`src/rtl/i2c_fm_pkg.sv`:
```
`timescale 1ns/1ps
// Shared constants and types for the flag-gated I2C master.
// Assumes an 8-bit register interface.
package i2c_fm_pkg;
    localparam int BYTE_W = 8;

    // control register bit positions
    localparam int CTL_EN  = 0;
    localparam int CTL_STA = 1;
    localparam int CTL_STO = 2;
    localparam int CTL_FLG = 7;

    // register select values
    localparam logic [1:0] SEL_CTRL = 2'd0;
    localparam logic [1:0] SEL_DATA = 2'd1;
    localparam logic [1:0] SEL_DIV  = 2'd2;

    // status codes
    localparam logic [BYTE_W-1:0] STS_IDLE  = 8'h00;
    localparam logic [BYTE_W-1:0] STS_START = 8'h01;
    localparam logic [BYTE_W-1:0] STS_AACK  = 8'h02;
    localparam logic [BYTE_W-1:0] STS_ANACK = 8'h03;
    localparam logic [BYTE_W-1:0] STS_DACK  = 8'h04;
    localparam logic [BYTE_W-1:0] STS_DNACK = 8'h05;

    typedef enum logic [1:0] {CMD_START, CMD_BYTE, CMD_STOP} cmd_e;

    typedef enum logic [3:0] {
        SQ_IDLE, SQ_HOLD,
        SQ_SSET, SQ_SRISE, SQ_SFALL, SQ_SEND,
        SQ_BLOW, SQ_BHIGH,
        SQ_PLOW, SQ_PRISE, SQ_PEND
    } seq_e;
endpackage

```
`src/rtl/i2c_fm_phase_timer.sv`:
```
`timescale 1ns/1ps
// Phase timer: while run is high, pulses tick once every reload+1 clocks.
// Assumes reload stays constant while run is high.
module i2c_fm_phase_timer #(
    parameter int CNT_W = 8
) (
    input  logic             clk,
    input  logic             rst_n,
    input  logic             run,
    input  logic [CNT_W-1:0] reload,
    output logic             tick
);
    logic [CNT_W-1:0] cnt;

    // count down while running, rearm at zero or when stopped
    always_ff @(posedge clk) begin
        if (!rst_n)              cnt <= '0;
        else if (!run)           cnt <= reload;
        else if (cnt == '0)      cnt <= reload;
        else                     cnt <= cnt - 1'b1;
    end

    // end of the current phase
    always_comb tick = run && (cnt == '0);
endmodule

```
`src/rtl/i2c_fm_regs.sv`:
```
`timescale 1ns/1ps
// Register file: control (with completion flag), data, divider and status.
// Decodes command launches and applies completion results from the sequencer.
// Assumes that writes arriving while the sequencer is busy are to be dropped.
module i2c_fm_regs
    import i2c_fm_pkg::*;
#(
    parameter int                DIV_W   = 8,
    parameter logic [DIV_W-1:0]  RST_DIV = 4
) (
    input  logic              clk,
    input  logic              rst_n,
    input  logic              wr_en,
    input  logic [1:0]        wr_sel,
    input  logic [BYTE_W-1:0] wr_data,
    input  logic              seq_busy,
    input  logic              op_done,
    input  logic              op_flag,
    input  logic [BYTE_W-1:0] op_code,
    output logic [BYTE_W-1:0] ctrl_q,
    output logic [BYTE_W-1:0] status_q,
    output logic [BYTE_W-1:0] tx_byte,
    output logic [DIV_W-1:0]  div_q,
    output logic              launch,
    output cmd_e              cmd
);
    logic flag_q, en_q, sta_q, sto_q;
    logic ctrl_wr;
    cmd_e cur_cmd;

    // decode accepted writes and the command they start
    always_comb begin
        ctrl_wr = wr_en && (wr_sel == SEL_CTRL) && !seq_busy;
        launch  = ctrl_wr && wr_data[CTL_FLG] && wr_data[CTL_EN];
        if (wr_data[CTL_STA])      cmd = CMD_START;
        else if (wr_data[CTL_STO]) cmd = CMD_STOP;
        else                       cmd = CMD_BYTE;
    end

    // control bits: software writes, flag set on completion, self-clearing START/STOP
    always_ff @(posedge clk) begin
        if (!rst_n) begin
            flag_q  <= 1'b0;
            en_q    <= 1'b0;
            sta_q   <= 1'b0;
            sto_q   <= 1'b0;
            cur_cmd <= CMD_BYTE;
        end else if (op_done) begin
            if (op_flag)               flag_q <= 1'b1;
            if (cur_cmd == CMD_START)  sta_q  <= 1'b0;
            if (cur_cmd == CMD_STOP)   sto_q  <= 1'b0;
        end else if (ctrl_wr) begin
            en_q  <= wr_data[CTL_EN];
            sta_q <= wr_data[CTL_STA];
            sto_q <= wr_data[CTL_STO];
            if (wr_data[CTL_FLG]) flag_q <= 1'b0;
            if (launch)           cur_cmd <= cmd;
        end
    end

    // data and divider registers
    always_ff @(posedge clk) begin
        if (!rst_n) begin
            tx_byte <= '0;
            div_q   <= RST_DIV;
        end else if (wr_en && !seq_busy) begin
            if (wr_sel == SEL_DATA) tx_byte <= wr_data;
            if (wr_sel == SEL_DIV)  div_q   <= wr_data[DIV_W-1:0];
        end
    end

    // status register follows each completion
    always_ff @(posedge clk) begin
        if (!rst_n)       status_q <= STS_IDLE;
        else if (op_done) status_q <= op_code;
    end

    // control read view
    always_comb begin
        ctrl_q          = '0;
        ctrl_q[CTL_FLG] = flag_q;
        ctrl_q[CTL_STO] = sto_q;
        ctrl_q[CTL_STA] = sta_q;
        ctrl_q[CTL_EN]  = en_q;
    end
endmodule

```
`src/rtl/i2c_fm_seq.sv`:
```
`timescale 1ns/1ps
// Bus sequencer: drives START, byte-with-ACK and STOP phases on open-drain lines.
// Each phase ends on a timer tick. Between commands it parks in HOLD (SCL low)
// or IDLE (lines released). Assumes the timer runs exactly while busy is high.
module i2c_fm_seq
    import i2c_fm_pkg::*;
(
    input  logic              clk,
    input  logic              rst_n,
    input  logic              launch,
    input  cmd_e              cmd,
    input  logic [BYTE_W-1:0] tx_byte,
    input  logic              tick,
    input  logic              sda_in,
    output logic              busy,
    output logic              in_byte,
    output logic              scl_low,
    output logic              sda_low,
    output logic              op_done,
    output logic              op_flag,
    output logic [BYTE_W-1:0] op_code
);
    localparam int BIT_W    = $clog2(BYTE_W + 1);
    localparam int LAST_BIT = BYTE_W;      // index of the acknowledge slot
    localparam int LAST_DAT = BYTE_W - 1;

    seq_e              st;
    logic [BYTE_W-1:0] shreg;
    logic [BIT_W-1:0]  bitcnt;
    logic              addr_next;
    logic              ack;

    // state classification and completion result
    always_comb begin
        busy    = !(st == SQ_IDLE || st == SQ_HOLD);
        in_byte = (st == SQ_BLOW) || (st == SQ_BHIGH);
        ack     = !sda_in;
        op_done = tick && ((st == SQ_SEND) || (st == SQ_PEND) ||
                           (st == SQ_BHIGH && bitcnt == BIT_W'(LAST_BIT)));
        op_flag = (st != SQ_PEND);
        case (st)
            SQ_SEND: op_code = STS_START;
            SQ_PEND: op_code = STS_IDLE;
            default: op_code = addr_next ? (ack ? STS_AACK : STS_ANACK)
                                         : (ack ? STS_DACK : STS_DNACK);
        endcase
    end

    // phase stepping and line drive
    always_ff @(posedge clk) begin
        if (!rst_n) begin
            st        <= SQ_IDLE;
            scl_low   <= 1'b0;
            sda_low   <= 1'b0;
            shreg     <= '0;
            bitcnt    <= '0;
            addr_next <= 1'b0;
        end else begin
            case (st)
                SQ_IDLE, SQ_HOLD: if (launch) begin
                    case (cmd)
                        CMD_START: begin
                            st      <= SQ_SSET;
                            sda_low <= 1'b0;
                        end
                        CMD_STOP: begin
                            st      <= SQ_PLOW;
                            scl_low <= 1'b1;
                            sda_low <= 1'b1;
                        end
                        default: begin
                            st      <= SQ_BLOW;
                            scl_low <= 1'b1;
                            sda_low <= !tx_byte[BYTE_W-1];
                            shreg   <= tx_byte;
                            bitcnt  <= '0;
                        end
                    endcase
                end
                SQ_SSET:  if (tick) begin st <= SQ_SRISE; scl_low <= 1'b0; end
                SQ_SRISE: if (tick) begin st <= SQ_SFALL; sda_low <= 1'b1; end
                SQ_SFALL: if (tick) begin st <= SQ_SEND;  scl_low <= 1'b1; end
                SQ_SEND:  if (tick) begin st <= SQ_HOLD;  addr_next <= 1'b1; end
                SQ_BLOW:  if (tick) begin st <= SQ_BHIGH; scl_low <= 1'b0; end
                SQ_BHIGH: if (tick) begin
                    scl_low <= 1'b1;
                    if (bitcnt == BIT_W'(LAST_BIT)) begin
                        st        <= SQ_HOLD;
                        sda_low   <= 1'b0;
                        addr_next <= 1'b0;
                    end else begin
                        st      <= SQ_BLOW;
                        bitcnt  <= bitcnt + 1'b1;
                        shreg   <= shreg << 1;
                        sda_low <= (bitcnt == BIT_W'(LAST_DAT)) ? 1'b0 : !shreg[BYTE_W-2];
                    end
                end
                SQ_PLOW:  if (tick) begin st <= SQ_PRISE; scl_low <= 1'b0; end
                SQ_PRISE: if (tick) begin st <= SQ_PEND;  sda_low <= 1'b0; end
                SQ_PEND:  if (tick) begin st <= SQ_IDLE;  addr_next <= 1'b0; end
                default:  st <= SQ_IDLE;
            endcase
        end
    end
endmodule

```
`src/rtl/i2c_flag_master.sv`:
```
`timescale 1ns/1ps
// Top: software-stepped I2C master. Register file, phase timer and bus sequencer.
// Assumes external pull-ups on SCL/SDA and a slave that does not stretch SCL.
module i2c_flag_master
    import i2c_fm_pkg::*;
#(
    parameter int               DIV_W   = 8,
    parameter logic [DIV_W-1:0] RST_DIV = 4
) (
    input  logic        clk,
    input  logic        rst_n,
    input  logic        wr_en,
    input  logic [1:0]  wr_sel,
    input  logic [7:0]  wr_data,
    output logic [7:0]  ctrl_rd,
    output logic [7:0]  status_rd,
    input  logic        sda_in,
    output logic        scl_drive_low,
    output logic        sda_drive_low
);
    logic              seq_busy, seq_in_byte, launch, tick;
    logic              op_done, op_flag;
    logic [BYTE_W-1:0] op_code, tx_byte;
    logic [DIV_W-1:0]  div_q;
    cmd_e              cmd;

    i2c_fm_regs #(.DIV_W(DIV_W), .RST_DIV(RST_DIV)) u_regs (
        .clk(clk), .rst_n(rst_n), .wr_en(wr_en), .wr_sel(wr_sel), .wr_data(wr_data),
        .seq_busy(seq_busy), .op_done(op_done), .op_flag(op_flag), .op_code(op_code),
        .ctrl_q(ctrl_rd), .status_q(status_rd), .tx_byte(tx_byte), .div_q(div_q),
        .launch(launch), .cmd(cmd)
    );

    i2c_fm_phase_timer #(.CNT_W(DIV_W)) u_timer (
        .clk(clk), .rst_n(rst_n), .run(seq_busy), .reload(div_q), .tick(tick)
    );

    i2c_fm_seq u_seq (
        .clk(clk), .rst_n(rst_n), .launch(launch), .cmd(cmd), .tx_byte(tx_byte),
        .tick(tick), .sda_in(sda_in), .busy(seq_busy), .in_byte(seq_in_byte),
        .scl_low(scl_drive_low), .sda_low(sda_drive_low),
        .op_done(op_done), .op_flag(op_flag), .op_code(op_code)
    );
endmodule

```
`config.mk`:
```
export PLATFORM = sky130hd
export DESIGN_NAME = i2c_flag_master
export DESIGN_NICKNAME = d
export VERILOG_FILES = /design/src/rtl/i2c_fm_pkg.sv /design/src/rtl/i2c_fm_phase_timer.sv /design/src/rtl/i2c_fm_regs.sv /design/src/rtl/i2c_fm_seq.sv /design/src/rtl/i2c_flag_master.sv
export SDC_FILE = /design/constraint.sdc
export NUM_CORES = 1
export LEC_CHECK = 0
export ABC_AREA = 1
export BUFFER_PORTS_ARGS = -buffer_cell sky130_fd_sc_hd__buf_2
export CORE_MARGIN = 3
export CORE_UTILIZATION = 62
export CTS_CLUSTER_SIZE = 30
export DETAILED_ROUTE_END_ITERATION = 8
export PLACE_DENSITY = 0.84
export SYNTH_ARGS = -nofsm -noshare
export SYNTH_HDL_FRONTEND = slang
export SYNTH_SLANG_ARGS = --single-unit
```
`constraint.sdc`:
```
create_clock -name clk -period 2.7 [get_ports clk]
set_input_delay 0.27 -clock clk [delete_from_list [all_inputs] [get_ports clk]]
set_output_delay 0.27 -clock clk [all_outputs]
set_load 0.05 [all_outputs]
```
==> summary.md <==
| Metric | Value |
|---|---|
| Hold endpoint | u_regs.tx_byte[3]$_SDFFE_PN0P_ |
| Setup slack, reg-to-reg | 0.89 ns |
| Final hold viol count | 0 |
| Pwr dens | approximately 850 mW/mm^2 |
| Clock Tree Buf Depth | 2 |
| HP Start | wr_data[3] |
| Asr flop ratio synth | 0% |
| Worst Hold Depth | 3 |
| CP most frequent cell | nor2_1 |
| Final ANT Viol Nets | 0 |
| Critical path fanouts, max | 10 |
| CTS tree | built |
| Initial core utilization | 65.9% |
| Vias in the first global route | approximately 2.3k |
| Routed wire length | 5.48 mm |
| Largest net degree at the start of global routing | 47 |
| GRT Util Overall | ~24% |
| Max-slew violations | 0 |
| Fin crit period | around 1.8 ns |
| Setup TNS | 0 ns |
| CP max stage delay | roughly 0.33 ns |
| Outcome | finished, final reports clean |
| Core ar. | about 0.004 mm^2 |
| Per-cell routed wire length | between 10 and 15 um |
| Highest clock rate | approximately 550 MHz |
| Crit path required time | ~2.9 ns |
| Startpoint types | flop |
| Clock transition at path regs | roughly 0.080 ns |
| Via total after detailed routing | roughly 2.4k |
| Hpwl dp | 4.08 mm |
| YS warnings | 0 |
| Die ar. | just over 0.005 mm^2 |
| R2r endpoint | u_seq.shreg[3]$_SDFFE_PN0P_ |
| Die X-Extent | 71.9 um |
| Remaining DRCs | 0 |
| Die H | 71.9 um |
| Hold WC Path Type | in2reg |
| Global-route wire length before repair | 9.99 mm |
| Syn Area/Cell | slightly below 7 um^2 |
| Worst slew margin | between 50% and 60% |
| Period utilization | roughly two thirds |
| Detailed Route Iter0 Violations | roughly 200 |
| Cell Chain, Critical Path | inv_1 > ha_1 > nand3_1 > nor2_2 > nand2_2 > o21ai_4 > nand2_4 > clkinv_4 > nor2_1 > nor2_1 |
| Register area share after synthesis | 37.9% |
| Mapped Cells | just under 400 |
| Post-synth EDFFs | 0 |
| Via density | between 5 and 6 |
| Cell area after synthesis | about 0.0027 mm^2 |
| RePlAce Congestion | ~0.92 |
| CP Capture Type | flop |
| LEAKAGE | around 1.3 nW |
| Clk_skew | between 0.006 and 0.007 ns |
| Clock Tree Root | clkbuf_8 |
| FP Rows | 23 |
| Hold_buf cts | 0 |
| Initial antenna violation count | 0 |
| DR pass1 iterations | 5 |
| Setup violators final | 0 |
| RSZ-0062 raised after global routing | false |
| Total CTS buffers | 5 |
| Reg2reg start | u_timer.cnt[0]$_SDFF_PN0_ |
| Antenna Cells | 0 |
| Worst Max-Slew Pin Slew | a little under 0.7 ns |
| Crit path kind | reg2reg |
| Nets | between 400 and 500 |
| Max_cap viols | 0 |
| Syn-to-layout area delta | 5.53% |
| Slowest stage cell, crit path | o21ai_4 |
| Layout cell share with drive strength beyond 1 | a little over an eighth |
| Htree depth | 2 |
| Setup bufs post-CTS | 0 |
| Synth cell types | 33 |
| Clk_lat worst skew | 0.30 ns |
| GRT overflow | 0 |
| Pwr Total | 2.43 mW |
| Port bufs | 22 |
| Worst VDD drop | slightly above 0.4 mV |
| Critical Path Source | u_timer.cnt[0]$_SDFF_PN0_ |
| Arrival time worst endpoint | 2.05 ns |
| CTS resizes | 0 |
| # IOs | 32 |
| Sink Count | between 50 and 60 |
| Synth Flop Type | dfxtp_1 |
| Synth Register Bits | a little over 50 |
| Cell count of the worst reg-to-reg path | 10 |
==> through the flow <==
stage	utilization, %	instances	hold WS (ns)	area (um^2)	worst slack (ns)
3_3_place_gp	67.4	447	0.422	2750	0.968
3_5_place_dp	67.4	447	0.455	2750	0.907
6_report	69.5	454	0.234	2840	0.891
5_1_grt	69.5	454	0.255	2840	0.738
2_1_floorplan	-	397	0.383	2720	1.19
4_1_cts	69.5	454	0.230	2840	0.881
==> area by class of cell <==
class,instances,area (um^2)
Clock buffer,6,82.6
Clock inverter,1,5.00
Fill cell,355,1240
Inverter,40,155
Multi-Input combinational cell,284,1410
Sequential cell,51,1020
Tap cell,50,62.6
Timing Repair Buffer,22,110
==> kinds of logic (layout without fill, tap and decap cells) <==
kind of cell / Yosys count / in the layout / synth area share, %
xor gates and xnor gates: 4 / 4 / 1.30
buffers and inverters: 62 / 69 / 11.0
adders and majority gates: 4 / 4 / 1.86
and+or+nand+nor: 196 / 196 / 33.5
other: 1 / 9 / 0.139
AOI/OAI and AO/OA: 71 / 71 / 14.2
DFF: 51 / 51 / 37.9
==> worst max-delay path by stage <==
stage,cells past startpoint,slack [ns],endpoint
after floorplan,10,1.19,u_seq.shreg[6]$_SDFFE_PN0P_
after CTS,10,0.88,u_seq.shreg[3]$_SDFFE_PN0P_
after global routing,10,0.74,u_seq.shreg[3]$_SDFFE_PN0P_
after detailed placement,10,0.91,u_seq.shreg[3]$_SDFFE_PN0P_
final,10,0.89,u_seq.shreg[3]$_SDFFE_PN0P_
after global placement,10,0.97,u_seq.shreg[4]$_SDFFE_PN0P_
==> cell usage after synthesis (2+ instances only) <==
master | count | area, um^2
nand2_1 | 68 | 255
nand2_4 | 4 | 45.0
or2_2 | 2 | 12.5
clkbuf_1 | 3 | 11.3
ha_1 | 4 | 50.1
clkinv_1 | 2 | 7.51
buf_4 | 15 | 113
nand4_1 | 3 | 18.8
nand2_2 | 3 | 18.8
inv_2 | 6 | 22.5
nand3b_1 | 6 | 45.0
nor2_8 | 2 | 40.0
nor2_2 | 3 | 18.8
nand3_1 | 25 | 125
xor2_1 | 2 | 17.5
buf_1 | 2 | 7.51
o211ai_1 | 3 | 22.5
o21ai_0 | 37 | 185
inv_1 | 31 | 116
nor3_1 | 2 | 10.0
dfxtp_1 | 51 | 1020
a21oi_1 | 24 | 120
buf_2 | 2 | 10.0
xnor2_1 | 2 | 17.5
nor2_1 | 76 | 285
a31oi_1 | 4 | 25.0
==> routing by layer <==
| layer | part of all wire [%] | vias up | GRT usage (%) |
|---|---|---|---|
| li1 | - | 1254 | - |
| met1 | 45 | 1066 | 30.1 |
| met2 | 48 | 60 | 41.2 |
| met3 | 5.1 | 9 | 4.99 |
| met4 | 1.6 | 0 | 8.77 |
| met5 | 0 | - | 0 |
==> state kept, by name, indices dropped and copies added, names as in the netlist, 2 cells and up <==
signal and flops:
u_regs.cur_cmd 2, u_regs.div_q 8, u_regs.status_q 3, u_regs.tx_byte 8
u_seq.bitcnt 4, u_seq.shreg 7, u_seq.st 4, u_timer.cnt 8
==> where the power goes <==
part / switching (mW) / internal (mW) / total (mW)
Sequential: 0.0947 / 0.883 / 0.978
Combinational: 0.686 / 0.324 / 1.01
Clock: 0.237 / 0.201 / 0.439
==> cell usage in the layout (no fill, tap or decap), drive strengths merged <==
master,instances
a21oi,24
a31oi,4
buf,22
clkbuf,6
clkinv,4
conb,9
dfxtp,51
ha,4
inv,37
nand2,75
nand3,26
nand3b,6
nand4,3
nor2,82
nor3,2
o211ai,3
o21ai,40
or2,2
xnor2,2
xor2,2
==> worst max-delay path, delay by kind of cell, from the launching register on <==
kind                     cells  cell delay [ns]
adder cells (fa/ha/maj)      1             0.16
buffers and inverters        2             0.22
AND/OR/NAND/NOR              6             0.72
AO/OA/AOI/OAI                1             0.33
flip-flops                   1             0.32
Note: power is estimated with default switching activity, not from simulation.
